[src/rtl/alu8_pkg.sv]
package alu8_pkg;

    typedef enum logic [3:0] {
        OP_ADC = 4'd0,
        OP_SBC = 4'd1,
        OP_CMP = 4'd2,
        OP_OR  = 4'd3,
        OP_AND = 4'd4,
        OP_EOR = 4'd5,
        OP_ASL = 4'd6,
        OP_LSR = 4'd7,
        OP_ROL = 4'd8,
        OP_ROR = 4'd9
    } alu_op_e;

    typedef enum logic [1:0] {
        LG_OR  = 2'd0,
        LG_AND = 2'd1,
        LG_EOR = 2'd2
    } logic_sel_e;

    localparam int NFLAGS = 5;
    localparam int FL_N   = 4;
    localparam int FL_V   = 3;
    localparam int FL_H   = 2;
    localparam int FL_Z   = 1;
    localparam int FL_C   = 0;

endpackage

[src/rtl/alu8_addsub.sv]
module alu8_addsub #(
    parameter int DW = 8
) (
    input  logic [DW-1:0] a_i,
    input  logic [DW-1:0] b_i,
    input  logic          sub_i,
    input  logic          cin_i,
    output logic [DW-1:0] sum_o,
    output logic          cout_o,
    output logic          half_o,
    output logic          ovf_o
);
    localparam int HB = DW / 2;

    logic [DW-1:0] b_eff;
    logic [DW:0]   full;
    logic [HB:0]   low;

    // Subtraction reuses the adder: a + ~b + carry, carry meaning "no borrow".
    assign b_eff  = sub_i ? ~b_i : b_i;
    assign full   = {1'b0, a_i} + {1'b0, b_eff} + {{DW{1'b0}}, cin_i};
    assign low    = {1'b0, a_i[HB-1:0]} + {1'b0, b_eff[HB-1:0]} + {{HB{1'b0}}, cin_i};
    assign sum_o  = full[DW-1:0];
    assign cout_o = full[DW];
    assign half_o = low[HB];
    assign ovf_o  = ~(a_i[DW-1] ^ b_eff[DW-1]) & (a_i[DW-1] ^ full[DW-1]);

endmodule

[src/rtl/alu8_shifter.sv]
module alu8_shifter #(
    parameter int DW = 8
) (
    input  logic [DW-1:0] a_i,
    input  logic          cin_i,
    input  logic          left_i,
    input  logic          rotate_i,
    output logic [DW-1:0] res_o,
    output logic          cout_o
);
    logic fill;

    assign fill = rotate_i & cin_i;

    always_comb begin
        if (left_i) begin
            res_o  = {a_i[DW-2:0], fill};
            cout_o = a_i[DW-1];
        end else begin
            res_o  = {fill, a_i[DW-1:1]};
            cout_o = a_i[0];
        end
    end

endmodule

[src/rtl/alu8_logic.sv]
module alu8_logic
    import alu8_pkg::*;
#(
    parameter int DW = 8
) (
    input  logic [DW-1:0] a_i,
    input  logic [DW-1:0] b_i,
    input  logic_sel_e    sel_i,
    output logic [DW-1:0] res_o
);
    always_comb begin
        unique case (sel_i)
            LG_AND:  res_o = a_i & b_i;
            LG_EOR:  res_o = a_i ^ b_i;
            default: res_o = a_i | b_i;
        endcase
    end

endmodule

[src/rtl/alu8_flagged.sv]
module alu8_flagged
    import alu8_pkg::*;
#(
    parameter int DW = 8
) (
    input  logic             clk,
    input  logic             rst_n,
    input  logic [3:0]       op_i,
    input  logic [DW-1:0]    a_i,
    input  logic [DW-1:0]    b_i,
    input  logic             c_i,
    input  logic             word_chk_i,
    input  logic [2*DW-1:0]  word_i,
    output logic [DW-1:0]    res_o,
    output logic             res_we_o,
    output logic [NFLAGS-1:0] flags_o,
    output logic [NFLAGS-1:0] flag_we_o
);
    localparam int WW = 2 * DW;

    typedef struct packed {
        logic [DW-1:0]     res;
        logic              res_we;
        logic [NFLAGS-1:0] flg;
        logic [NFLAGS-1:0] we;
    } stage_t;

    alu_op_e    op;
    logic       as_sub, as_cin, as_c, as_h, as_v;
    logic [DW-1:0] as_res, sh_res, lg_res;
    logic       sh_left, sh_rot, sh_c;
    logic_sel_e lg_sel;
    stage_t     st_d, st_q;
    logic       armed_q;

    assign op     = alu_op_e'(op_i);
    assign as_sub = (op != OP_ADC);
    assign as_cin = (op == OP_CMP) ? 1'b1 : c_i;
    assign sh_left = (op == OP_ASL) || (op == OP_ROL);
    assign sh_rot  = (op == OP_ROL) || (op == OP_ROR);

    always_comb begin
        unique case (op)
            OP_AND:  lg_sel = LG_AND;
            OP_EOR:  lg_sel = LG_EOR;
            default: lg_sel = LG_OR;
        endcase
    end

    alu8_addsub #(.DW(DW)) u_addsub (
        .a_i(a_i), .b_i(b_i), .sub_i(as_sub), .cin_i(as_cin),
        .sum_o(as_res), .cout_o(as_c), .half_o(as_h), .ovf_o(as_v)
    );

    alu8_shifter #(.DW(DW)) u_shift (
        .a_i(a_i), .cin_i(c_i), .left_i(sh_left), .rotate_i(sh_rot),
        .res_o(sh_res), .cout_o(sh_c)
    );

    alu8_logic #(.DW(DW)) u_logic (
        .a_i(a_i), .b_i(b_i), .sel_i(lg_sel), .res_o(lg_res)
    );

    always_comb begin
        st_d = '0;
        if (word_chk_i) begin
            st_d.flg[FL_N] = word_i[WW-1];
            st_d.flg[FL_Z] = (word_i == '0);
            st_d.we[FL_N]  = 1'b1;
            st_d.we[FL_Z]  = 1'b1;
        end else begin
            unique case (op)
                OP_ADC, OP_SBC: begin
                    st_d.res       = as_res;
                    st_d.res_we    = 1'b1;
                    st_d.flg[FL_V] = as_v;
                    st_d.flg[FL_H] = as_h;
                    st_d.flg[FL_C] = as_c;
                    st_d.we        = '1;
                end
                OP_CMP: begin
                    st_d.res       = as_res;
                    st_d.flg[FL_C] = as_c;
                    st_d.we[FL_C]  = 1'b1;
                    st_d.we[FL_N]  = 1'b1;
                    st_d.we[FL_Z]  = 1'b1;
                end
                OP_OR, OP_AND, OP_EOR: begin
                    st_d.res      = lg_res;
                    st_d.res_we   = 1'b1;
                    st_d.we[FL_N] = 1'b1;
                    st_d.we[FL_Z] = 1'b1;
                end
                OP_ASL, OP_LSR, OP_ROL, OP_ROR: begin
                    st_d.res       = sh_res;
                    st_d.res_we    = 1'b1;
                    st_d.flg[FL_C] = sh_c;
                    st_d.we[FL_C]  = 1'b1;
                    st_d.we[FL_N]  = 1'b1;
                    st_d.we[FL_Z]  = 1'b1;
                end
                default: st_d = '0;
            endcase
            if (st_d.we[FL_N]) begin
                st_d.flg[FL_N] = st_d.res[DW-1];
                st_d.flg[FL_Z] = (st_d.res == '0);
            end
        end
    end

    always_ff @(posedge clk) begin
        if (!rst_n) begin
            st_q    <= '0;
            armed_q <= 1'b0;
        end else begin
            st_q    <= st_d;
            armed_q <= 1'b1;
        end
    end

    assign res_o     = st_q.res;
    assign res_we_o  = st_q.res_we;
    assign flags_o   = st_q.flg;
    assign flag_we_o = st_q.we;

    // signed overflow seen from the operand and result signs
    p_add_ovf_r2: assert property (@(posedge clk) disable iff (!rst_n)
        (armed_q && $past(op_i) == 4'd0 && !$past(word_chk_i)) |->
        flags_o[FL_V] == (($past(a_i[DW-1]) == $past(b_i[DW-1])) && (res_o[DW-1] != $past(a_i[DW-1]))));

    // compare stores nothing, carry is the unsigned a >= b relation
    p_cmp_keep_r5: assert property (@(posedge clk) disable iff (!rst_n)
        (armed_q && $past(op_i) == 4'd2 && !$past(word_chk_i)) |->
        (!res_we_o && !flag_we_o[FL_V] && !flag_we_o[FL_H] && flags_o[FL_C] == ($past(a_i) >= $past(b_i))));

    // logic operations enable only N and Z
    p_logic_we_r6: assert property (@(posedge clk) disable iff (!rst_n)
        (armed_q && $past(op_i) >= 4'd3 && $past(op_i) <= 4'd5 && !$past(word_chk_i)) |->
        (flag_we_o == 5'b10010));

    // shift left sends the old top bit to carry
    p_asl_carry_r7: assert property (@(posedge clk) disable iff (!rst_n)
        (armed_q && $past(op_i) == 4'd6 && !$past(word_chk_i)) |->
        (flags_o[FL_C] == $past(a_i[DW-1]) && res_o[0] == 1'b0));

    // word check looks at all sixteen bits
    p_word_nz_r9: assert property (@(posedge clk) disable iff (!rst_n)
        (armed_q && $past(word_chk_i)) |->
        (flags_o[FL_Z] == ($past(word_i) == '0) && flags_o[FL_N] == $past(word_i[WW-1]) && !res_we_o));

    // a flag without its enable is driven low
    p_flag_masked_r10: assert property (@(posedge clk) disable iff (!rst_n)
        (flags_o & ~flag_we_o) == '0);

    // unused codes write nothing
    p_unused_r11: assert property (@(posedge clk) disable iff (!rst_n)
        (armed_q && $past(op_i) > 4'd9 && !$past(word_chk_i)) |->
        (flag_we_o == '0 && !res_we_o));

endmodule

[config.mk]
export PLATFORM = sky130hd
export DESIGN_NAME = alu8_flagged
export DESIGN_NICKNAME = d
export VERILOG_FILES = /design/src/rtl/alu8_pkg.sv /design/src/rtl/alu8_addsub.sv /design/src/rtl/alu8_shifter.sv /design/src/rtl/alu8_logic.sv /design/src/rtl/alu8_flagged.sv
export SDC_FILE = /design/constraint.sdc
export NUM_CORES = 1
export LEC_CHECK = 0
export BUFFER_PORTS_ARGS = -buffer_cell sky130_fd_sc_hd__clkbuf_2
export CORE_MARGIN = 2
export CORE_UTILIZATION = 52
export CTS_BUF_LIST = sky130_fd_sc_hd__clkbuf_8 sky130_fd_sc_hd__clkbuf_16
export DETAILED_ROUTE_END_ITERATION = 8
export PLACE_DENSITY = 0.82
export SETUP_SLACK_MARGIN = 0.5
export SYNTH_ARGS = -nofsm -noshare
export SYNTH_HDL_FRONTEND = slang
export SYNTH_SLANG_ARGS = --single-unit
[constraint.sdc]
create_clock -name clk -period 4.39 [get_ports clk]
set_clock_uncertainty 0.2 [all_clocks]
set_input_delay 0.878 -clock clk [delete_from_list [all_inputs] [get_ports clk]]
set_output_delay 0.878 -clock clk [all_outputs]
set_load 0.1 [all_outputs]
==> impl_results.md <==
* TritonCTS clock tree: done
* Hold-fix buffers at CTS at 0
* Fillers at 303
* Die height at 63.8 um
* Vias per inst at 5.67
* Post-synth EDFFs at 0
* Most frequent cells in the layout: clkbuf_2, inv_1, ha_1
* Grt total ovfl at 0
* Worst relative slew slack at 0.504
* Post-synth top flop: dfxtp_1
* Final HPWL from detailed placement at 3.51 mm
* Area occupied by multi-input gates at 0.00134 sq mm
* Hold_ws at 0.679 ns
* Data arrival, critical path at 3.58 ns
* Commonest non-fill, non-tap cell in the layout: clkbuf_2
* First-pass GRT wire length at 7.09 mm
* Layout Nets at 352
* GRT Total Usage at 0.221
* Antenna Cells at 0
* Clock network power share at 0.211
* Setup crit end kind: flip-flop
* Largest net degree at the start of global routing at 26
* DR WL/cell at 13.1 um
* Sw Share at 0.408
* Final instance area at 0.00218 sq mm
* Fmax at 0.279 GHz
* Final setup fails at 0
* Sequential area share after synthesis at 0.183
* Root buf cell: clkbuf_8
* Run status: complete, no violations
* Share of cells above drive strength 1 at 0.237
* Initial DRC Count at 101
* PD cells at 235 mW/mm^2
* Clk sinks at 17
* Post_cts resized at 0
* Worst hold path type: in2reg
* IO buf count at 58
* Setup ws final at 0.806 ns
* Final Hold Vio Count at 0
* Vias at 1865
* Final Cycle Share at 0.816
* Max cap viols at 0
* Pins Over Slew Limit at 0
* Gp weighted congestion at 0.936
* Top Ports at 59
* Synth area leaders: dfxtp_1, ha_1, inv_1
* Initial antenna violation count at 0
* Maximum VDD drop at 0.000100 V
* Setup TNS at 0 ns
* Switching power at 0.209 mW
* Ys async rst share at 0
* Crit path launch type: primary input
* Clk pin slew, worst setup/hold paths at 0.06 ns
* Die W at 63.8 um
* Lkg Pwr at 1.05 nW
* Cell Int Power at 0.304 mW
* Yosys synthesis warning count at 0
* Top-area cell type share of the netlist area at 0.183
* Crit-path max FO at 25
* Syn_nets at 300
* Die area at 0.00407 sq mm
* Drt pass-1 iters at 5
* Routed WL at 4.30 mm
* Synth Area per Inst at 8.01 sq um
* # rows at 21
* WP data required at 4.38 ns
* Post-CTS setup repair buffer count at 0
* Synth unique cells at 50
* Post-Syn Instances at 232
* Clk buf depth at 2
* Starting Density at 0.548
* H-tree depth at 1
* Core area at 0.00339 sq mm
* Sequential Area at 340 sq um
* Register bit count reported by yosys at 17
* Synth area leader: dfxtp_1
* Logic pwr share at 0.471
* Layout area overhead at 17.4%
* Mapped cell area at 0.00186 sq mm
* CTS buffer count at 3
* Fin crit period at 3.58 ns
* Vias in the first global route at 1599
* Worst-Margin Slew at 0.744 ns
* Post-DP Area at 0.00214 sq mm
* RSZ-0062 raised after global routing: false
* Share of power burned in registers at 0.318
* Number of routed nets with antenna violations at 0
* Dpl ws at 0.469 ns
* # DRC at 0
* CP Class: in2reg
==> kinds of logic after synthesis <==
kind of cell | after synthesis | share of synthesized area
AND/OR/NAND/NOR | 74 | 0.221
AO/OA/AOI/OAI | 56 | 0.210
buffers and inverters | 38 | 0.0936
adder cells (fa/ha/maj) | 28 | 0.197
flip-flops | 17 | 0.183
XOR/XNOR | 10 | 0.0471
multiplexers | 9 | 0.0485
==> metal layers <==
metal / track usage / up-vias / wire length (um)
met1: 0.274 / 847 / 1870
met2: 0.389 / 81 / 2020
met4: 0.0924 / 0 / 87
li1: - / 930 / -
met3: 0.0211 / 7 / 315
met5: 0 / - / 0
==> power by group through the flow <==
stage	logic, mW	clock network [mW]	registers (mW)
floorplan	0.132	0	0.218
global placement	0.237	0	0.166
detailed placement	0.239	0	0.167
CTS	0.240	0.110	0.163
global route	0.265	0.115	0.164
finish	0.242	0.108	0.163
==> cell usage after synthesis, drive strengths merged, types with 6 or more instances <==
cell type	n
ha	26
inv	26
nor2	18
dfxtp	17
nand2	16
o21ai	11
a21oi	10
xnor2	10
buf	9
mux2i	9
a22oi	8
nor2b	7
nor4	7
nand2b	6
==> layout make-up <==
class,count,share of cell area
clock inverter,1,0.00172
inverter,26,0.0447
clock buffer,3,0.0189
multi-input combinational,177,0.616
tap,46,0.0264
sequential,17,0.156
timing repair buffer,59,0.136
==> flip-flops by register name, indices dropped and copies added, names as in the netlist <==
name	cells
res_o	8
flags_o	5
flag_we_o	3
res_we_o	1
==> worst max-delay path, cell delays in order <==
cell and delay, ns:
clkbuf_2 0.29, nor4_4 0.26, buf_4 0.24, xnor2_1 0.17, inv_1 0.09, fa_1 0.42, nand2b_1 0.19, a21oi_1 0.26
mux2i_1 0.28, nand2_1 0.08, nor4_1 0.19, a31oi_1 0.11, nor2b_1 0.11
==> metrics by stage <==
step,total power [mW],cells,utilization
after floorplan,0.349,232,-
after global placement,0.403,325,0.630
after detailed placement,0.406,325,0.630
after CTS,0.513,329,0.644
after global routing,0.544,329,0.644
final,0.514,329,0.644
==> final timing paths <==
path,from,endpoint,slack [ns],depth (start not counted)
worst min-delay path,rst_n,flags_o[1]$_SDFF_PN0_,0.68,2
worst max-delay path,op_i[0],flags_o[1]$_SDFF_PN0_,0.81,13
(Power assumes the default switching activity.)
